`config.mk`:
```
export PLATFORM = sky130hd
export DESIGN_NAME = iss_interlock
export DESIGN_NICKNAME = d
export VERILOG_FILES = /design/src/rtl/iss_interlock_pkg.sv /design/src/rtl/reg_pend_table.sv /design/src/rtl/wb_slot_ring.sv /design/src/rtl/div_occupancy.sv /design/src/rtl/iss_interlock.sv
export SDC_FILE = /design/constraint.sdc
export NUM_CORES = 1
export LEC_CHECK = 0
export BUFFER_PORTS_ARGS = -buffer_cell sky130_fd_sc_hd__clkbuf_2
export CAP_MARGIN = 20
export CORE_ASPECT_RATIO = 0.75
export CORE_MARGIN = 1
export CORE_UTILIZATION = 55
export DETAILED_ROUTE_END_ITERATION = 7
export GPL_TIMING_DRIVEN = 0
export PLACE_DENSITY = 0.74
export SKIP_LAST_GASP = 1
export SYNTH_ARGS = -nofsm -noshare
export SYNTH_HDL_FRONTEND = slang
export SYNTH_SLANG_ARGS = --single-unit
```
`constraint.sdc`:
```
create_clock -name clk -period 5.2 [get_ports clk]
set_input_delay 0.26 -clock clk [delete_from_list [all_inputs] [get_ports clk]]
set_output_delay 0.26 -clock clk [all_outputs]
set_load 0.1 [all_outputs]
```
`src/rtl/iss_interlock_pkg.sv`:
```
// Package: shared unit-class encoding for the issue interlock.
// Assumes the decode stage presents one of these codes on dec_unit.
package iss_interlock_pkg;

    typedef enum logic [2:0] {
        FU_ALU  = 3'd0,
        FU_MEM  = 3'd1,
        FU_FADD = 3'd2,
        FU_FMUL = 3'd3,
        FU_FDIV = 3'd4
    } fu_e;

    // Larger of two integers, used to size the slot ring.
    function automatic int imax(input int a, input int b);
        return (a > b) ? a : b;
    endfunction

endpackage

```
`src/rtl/reg_pend_table.sv`:
```
// Module: per-register countdown of cycles until a result can be forwarded.
// Assumes at most one load per cycle; a load overrides the current count,
// which is safe because the WAW check keeps newer writes finishing later.
module reg_pend_table #(
    parameter int NREG = 32,
    parameter int CW   = 5,
    localparam int RW  = $clog2(NREG)
) (
    input  logic          clk,
    input  logic          rst_n,
    input  logic          load,
    input  logic [RW-1:0] load_idx,
    input  logic [CW-1:0] load_val,
    input  logic [RW-1:0] rd_a_idx,
    input  logic [RW-1:0] rd_b_idx,
    input  logic [RW-1:0] rd_w_idx,
    output logic [CW-1:0] cnt_a,
    output logic [CW-1:0] cnt_b,
    output logic [CW-1:0] cnt_w
);

    logic [CW-1:0] cnt_q [NREG];

    for (genvar g = 0; g < NREG; g++) begin : g_reg
        // Load on issue of a writer, otherwise count down to zero.
        always_ff @(posedge clk) begin
            if (!rst_n) begin
                cnt_q[g] <= '0;
            end else if (load && (load_idx == RW'(g))) begin
                cnt_q[g] <= load_val;
            end else if (cnt_q[g] != '0) begin
                cnt_q[g] <= cnt_q[g] - 1'b1;
            end
        end
    end

    // Read ports for the two sources and the destination.
    always_comb begin
        cnt_a = cnt_q[rd_a_idx];
        cnt_b = cnt_q[rd_b_idx];
        cnt_w = cnt_q[rd_w_idx];
    end

endmodule

```
`src/rtl/wb_slot_ring.sv`:
```
// Module: reservation shift register for the single write-back slot.
// Bit k set means the slot k cycles after the current issue cycle is taken.
// Assumes claim_pos and query_pos are below DEPTH.
module wb_slot_ring #(
    parameter int DEPTH = 25,
    parameter int CW    = 5
) (
    input  logic          clk,
    input  logic          rst_n,
    input  logic          claim,
    input  logic [CW-1:0] claim_pos,
    input  logic [CW-1:0] query_pos,
    output logic          taken
);

    logic [DEPTH-1:0] slot_q;
    logic [DEPTH-1:0] slot_mark;

    // Merge this cycle's claim into the reservation vector.
    always_comb begin
        slot_mark = slot_q;
        if (claim) slot_mark[claim_pos] = 1'b1;
    end

    // Advance the reservations by one cycle.
    always_ff @(posedge clk) begin
        if (!rst_n) slot_q <= '0;
        else        slot_q <= slot_mark >> 1;
    end

    // Report whether the queried future slot is already claimed.
    always_comb taken = slot_q[query_pos];

endmodule

```
`src/rtl/div_occupancy.sv`:
```
// Module: busy down-counter for the non-pipelined divider.
// Loaded with II-1 when a divide issues; the divider is free at zero.
module div_occupancy #(
    parameter int II = 25,
    localparam int DW = $clog2(II + 1)
) (
    input  logic clk,
    input  logic rst_n,
    input  logic start,
    output logic busy
);

    logic [DW-1:0] left_q;

    // Reload on a divide issue, else count down to idle.
    always_ff @(posedge clk) begin
        if (!rst_n)              left_q <= '0;
        else if (start)          left_q <= DW'(II - 1);
        else if (left_q != '0)   left_q <= left_q - 1'b1;
    end

    // Busy whenever cycles of the initiation interval remain.
    always_comb busy = (left_q != '0);

endmodule

```
`src/rtl/iss_interlock.sv`:
```
// Module: decode issue gate for an in-order single-issue pipeline with
// multicycle units. Holds the decode instruction on RAW, divider busy,
// write-back slot conflict or WAW; otherwise issues it. Assumes the
// decode stage keeps the held instruction stable while stall is high.
module iss_interlock
    import iss_interlock_pkg::*;
#(
    parameter int NREG    = 32,
    parameter int LAT_ALU = 0,
    parameter int LAT_MEM = 1,
    parameter int LAT_ADD = 3,
    parameter int LAT_MUL = 6,
    parameter int LAT_DIV = 24,
    parameter int DIV_II  = 25,
    localparam int RW     = $clog2(NREG),
    localparam int MAXL   = imax(imax(imax(LAT_ALU, LAT_MEM), imax(LAT_ADD, LAT_MUL)), LAT_DIV),
    localparam int CW     = $clog2(MAXL + 2)
) (
    input  logic          clk,
    input  logic          rst_n,
    input  logic          dec_valid,
    input  logic [2:0]    dec_unit,
    input  logic [RW-1:0] dec_dst,
    input  logic          dec_dst_we,
    input  logic [RW-1:0] dec_src_a,
    input  logic          dec_src_a_en,
    input  logic [RW-1:0] dec_src_b,
    input  logic          dec_src_b_en,
    output logic          stall,
    output logic          issue
);

    logic [CW-1:0] lat;
    logic          is_div;
    logic [CW-1:0] pend_a, pend_b, pend_w;
    logic          slot_taken;
    logic          div_busy;
    logic          hz_raw, hz_waw, hz_struct, hz_port, hz_any;

    // Map the unit class to its result latency.
    always_comb begin
        is_div = 1'b0;
        case (fu_e'(dec_unit))
            FU_MEM:  lat = CW'(LAT_MEM);
            FU_FADD: lat = CW'(LAT_ADD);
            FU_FMUL: lat = CW'(LAT_MUL);
            FU_FDIV: begin
                lat    = CW'(LAT_DIV);
                is_div = 1'b1;
            end
            default: lat = CW'(LAT_ALU);
        endcase
    end

    reg_pend_table #(.NREG(NREG), .CW(CW)) u_pend (
        .clk      (clk),
        .rst_n    (rst_n),
        .load     (issue && dec_dst_we),
        .load_idx (dec_dst),
        .load_val (lat),
        .rd_a_idx (dec_src_a),
        .rd_b_idx (dec_src_b),
        .rd_w_idx (dec_dst),
        .cnt_a    (pend_a),
        .cnt_b    (pend_b),
        .cnt_w    (pend_w)
    );

    wb_slot_ring #(.DEPTH(MAXL + 1), .CW(CW)) u_ring (
        .clk       (clk),
        .rst_n     (rst_n),
        .claim     (issue),
        .claim_pos (lat),
        .query_pos (lat),
        .taken     (slot_taken)
    );

    div_occupancy #(.II(DIV_II)) u_div (
        .clk   (clk),
        .rst_n (rst_n),
        .start (issue && is_div),
        .busy  (div_busy)
    );

    // Combine the four hazard classes into the stall and issue decision.
    always_comb begin
        hz_raw    = (dec_src_a_en && (pend_a != '0)) ||
                    (dec_src_b_en && (pend_b != '0));
        hz_waw    = dec_dst_we && (pend_w > lat);
        hz_struct = is_div && div_busy;
        hz_port   = slot_taken;
        hz_any    = hz_raw || hz_waw || hz_struct || hz_port;
        stall     = dec_valid && hz_any;
        issue     = dec_valid && !hz_any;
    end

endmodule

```
==> out/qor.yml <==
power:
  switching_share_pct: 42.3
  p_sw_mw: 3.55
  seq_power_share_pct: 38.9
  power_mw: 8.39
  internal_power_mw: 4.84
  p_leak_nw: 4.80
  pwr-share-clk_pct: 15.9
  power_density_mw_per_mm2: 606
  vdd_drop_max_mv: 0.412
  combPwrFrac_pct: 45.2
outcome:
  violations: "design-rule violations"
  status: "complete, but fails checks"
clock_tree:
  clk_pin_slew_ps: 80
  cts_hold_buf: 0
  cts_buffer_depth: 2
  cts_sinks: 189
  root_buffer: "clkbuf_16"
  cts_buffers: 17
  htreeDepth: 4
  clock_latency_ps: 470
  tritoncts: "built"
timing:
  slew_violations: 0
  hold_slack_ps: 182
  setup_viol: 0
  fmax_ghz: 0.194
  finalCritPeriodShare_pct: 98.9
  grt_setup_unrepaired: "no"
  setup_ws_ps: 57.4
  finalCriticalPeriod_ps: 5140
  tightest_slew_ps: 1050
  hold_violations: 0
  skew_ps: 17.9
  relSlewSlack_pct: 29.0
  tns_ps: 0
critical_path:
  startpoint: "dec_dst[1]"
  path_max_fanout: 28
  start_kind: "input port"
  slowest_stage: "mux4_2"
  worstPathArrival_ps: 4880
  worstSetupPathType: "in -> out"
  worstReg2RegStart: "u_pend.cnt_q[16][1]$_SDFFCE_PN0P_"
  worstPathRequired_ps: 4940
  cp-end-kind: "primary output"
  crit_chain: "buf_2, buf_8, clkbuf_4, mux4_2, mux4_2, mux2_2, ha_1, nor2b_1, o21ai_0, nand2b_1, o21a_1, o221ai_1, nor3b_4, nand3_4, buf_6, buf_2, nor2_4, clkbuf_8"
  critPathTopFamily: "buffers and inverters"
  max_stage_delay_ps: 530
  critical_path_buf_inv_count: 6
synth:
  synth_edf_count: 160
  async_flop_share_pct: 0
  syn_area_sq_mm: 0.0127
  synthCells: 1252
  ys_types: 69
  synth.avg_cell_area_sq_um: 10.1
  synth_nets: 1313
  yosysWarningCount: 0
  ys_ff_latch: 189
  ys.flop_type: "edfxtp_1"
  seq_area_frac_synth_pct: 42.5
detailed_routing:
  dr.pass1.iters: 8
  num_vias: 12000
  wl_per_cell_um: 28.8
  vias_per_cell: 7.51
  antenna_left: 0
  drt_iter0_markers: 2069
  drt_wl_total_mm: 45.8
  drcViolationCount: 11
placed_design:
  dp_slack_ps: -1830
  numPortBuffers: 16
  dpl.hpwl_mm: 34.2
  place.gp.congestion: 1.04
grt:
  grt_pass1_vias: 11000
  grt_pass1_wl_mm: 67.9
  grt_max_degree: 29
  antenna_found_initial: 1
  grt_use_total_pct: 39.5
  grt-ovfl-total: 0
finish:
  utilization_pct: 62.0
  final_common_cell: "edfxtp_1"
  syn_to_final_growth_pct: 9.19
  drive_gt1_share_pct: 13.4
  insertedDiodeCount: 0
  nets: 1347
  final_cell_mix: "160 x edfxtp_1, 134 x o22ai_1, 86 x nand2_1"
floorplanning:
  io_pins: 26
  die_height_um: 134
  start_util_pct: 56.8
  core_area_sq_mm: 0.0223
  dieArea_sq_mm: 0.0237
  fp.dieW_um: 177
  fp-row-count: 47
min_path:
  hold_path.class: "in -> reg"
  min_from: "dec_valid"
run:
  maxCapViolCount: 0
[synthesized netlist by cell type (all sizes together) (29+ instances only)]
| cell | number | area share [%] |
|---|---|---|
| edfxtp | 160 | 38 |
| dfxtp | 29 | 4.6 |
| o311ai | 46 | 3.8 |
| clkbuf | 66 | 2.0 |
| inv | 72 | 2.1 |
| mux4 | 43 | 7.6 |
| o22ai | 134 | 6.6 |
| xnor2 | 64 | 4.4 |
| nor3 | 83 | 3.3 |
| nor2 | 70 | 2.1 |
| nand2 | 86 | 2.5 |
| or2 | 34 | 1.7 |
| ha | 37 | 3.6 |
| nand3 | 44 | 1.8 |
| mux2i | 32 | 2.5 |
[power by group through the flow]
stage / sequential (mW) / clock [mW] / combinational, mW
2_1_floorplan: 2.97 / 0 / 2.76
3_3_place_gp: 3.22 / 0 / 3.48
3_5_place_dp: 3.24 / 0 / 3.58
4_1_cts: 3.21 / 1.33 / 3.64
5_1_grt: 3.32 / 1.37 / 4.05
6_report: 3.27 / 1.34 / 3.79
[cells by family after synthesis]
| group | count (synthesis) | share of synthesized area, % |
|---|---|---|
| fa+ha+maj | 37 | 3.65 |
| mux | 78 | 10.4 |
| xor+xnor | 65 | 4.49 |
| flops | 189 | 42.5 |
| compound gates | 276 | 15.7 |
| buf+inv | 162 | 5.04 |
| simple gates | 445 | 18.2 |
[final timing paths]
kind,end,slack [ps],depth (start not counted)
setup / recovery,issue,60,18
hold / removal,u_ring.slot_q[0]$_SDFF_PN0_,180,3
setup reg to reg,u_pend.cnt_q[4][3]$_DFFE_PP_,150,14
hold reg to reg,u_ring.slot_q[14]$_SDFF_PN0_,430,1
[metal layers]
layer | global-route usage (%) | part of all wire, %
met4 | 19.8 | 5.5
met1 | 57.0 | 39
met5 | 0 | 0.028
met2 | 52.3 | 39
met3 | 13.1 | 16
[flip-flops by register name (all words and copies together) (netlist names)]
signal,flops
u_ring.slot_q,24
u_pend.cnt_q,160
u_div.left_q,5
[area by class of cell]
cell class	instances	area (sq um)
tap	294	368
multi-input combinational	901	6710
clock inverter	13	120
fill	1843	8500
clock buffer	19	464
buffer	86	430
sequential	189	5390
inverter	73	274
timing repair buffer	18	98.8
[per-stage QoR]
step / area, sq um / cells
after floorplan: 12700 / 1252
after global placement: 13200 / 1562
after detailed placement: 13200 / 1562
after CTS: 13800 / 1592
after global routing: 13800 / 1593
final: 13800 / 1593
[tightest hold or removal path, delay by kind of cell]
family	cells	cell delay, ps
buf+inv	1	140
simple gates	1	120
compound gates	1	80
[repair_timing]
action / CTS / global route
endpoints found under the setup margin: 330 / 210
buffers inserted: 0 / 0
resized for setup: 24 / 18
gates cloned: 0 / 0
(Power assumes the default switching activity.)
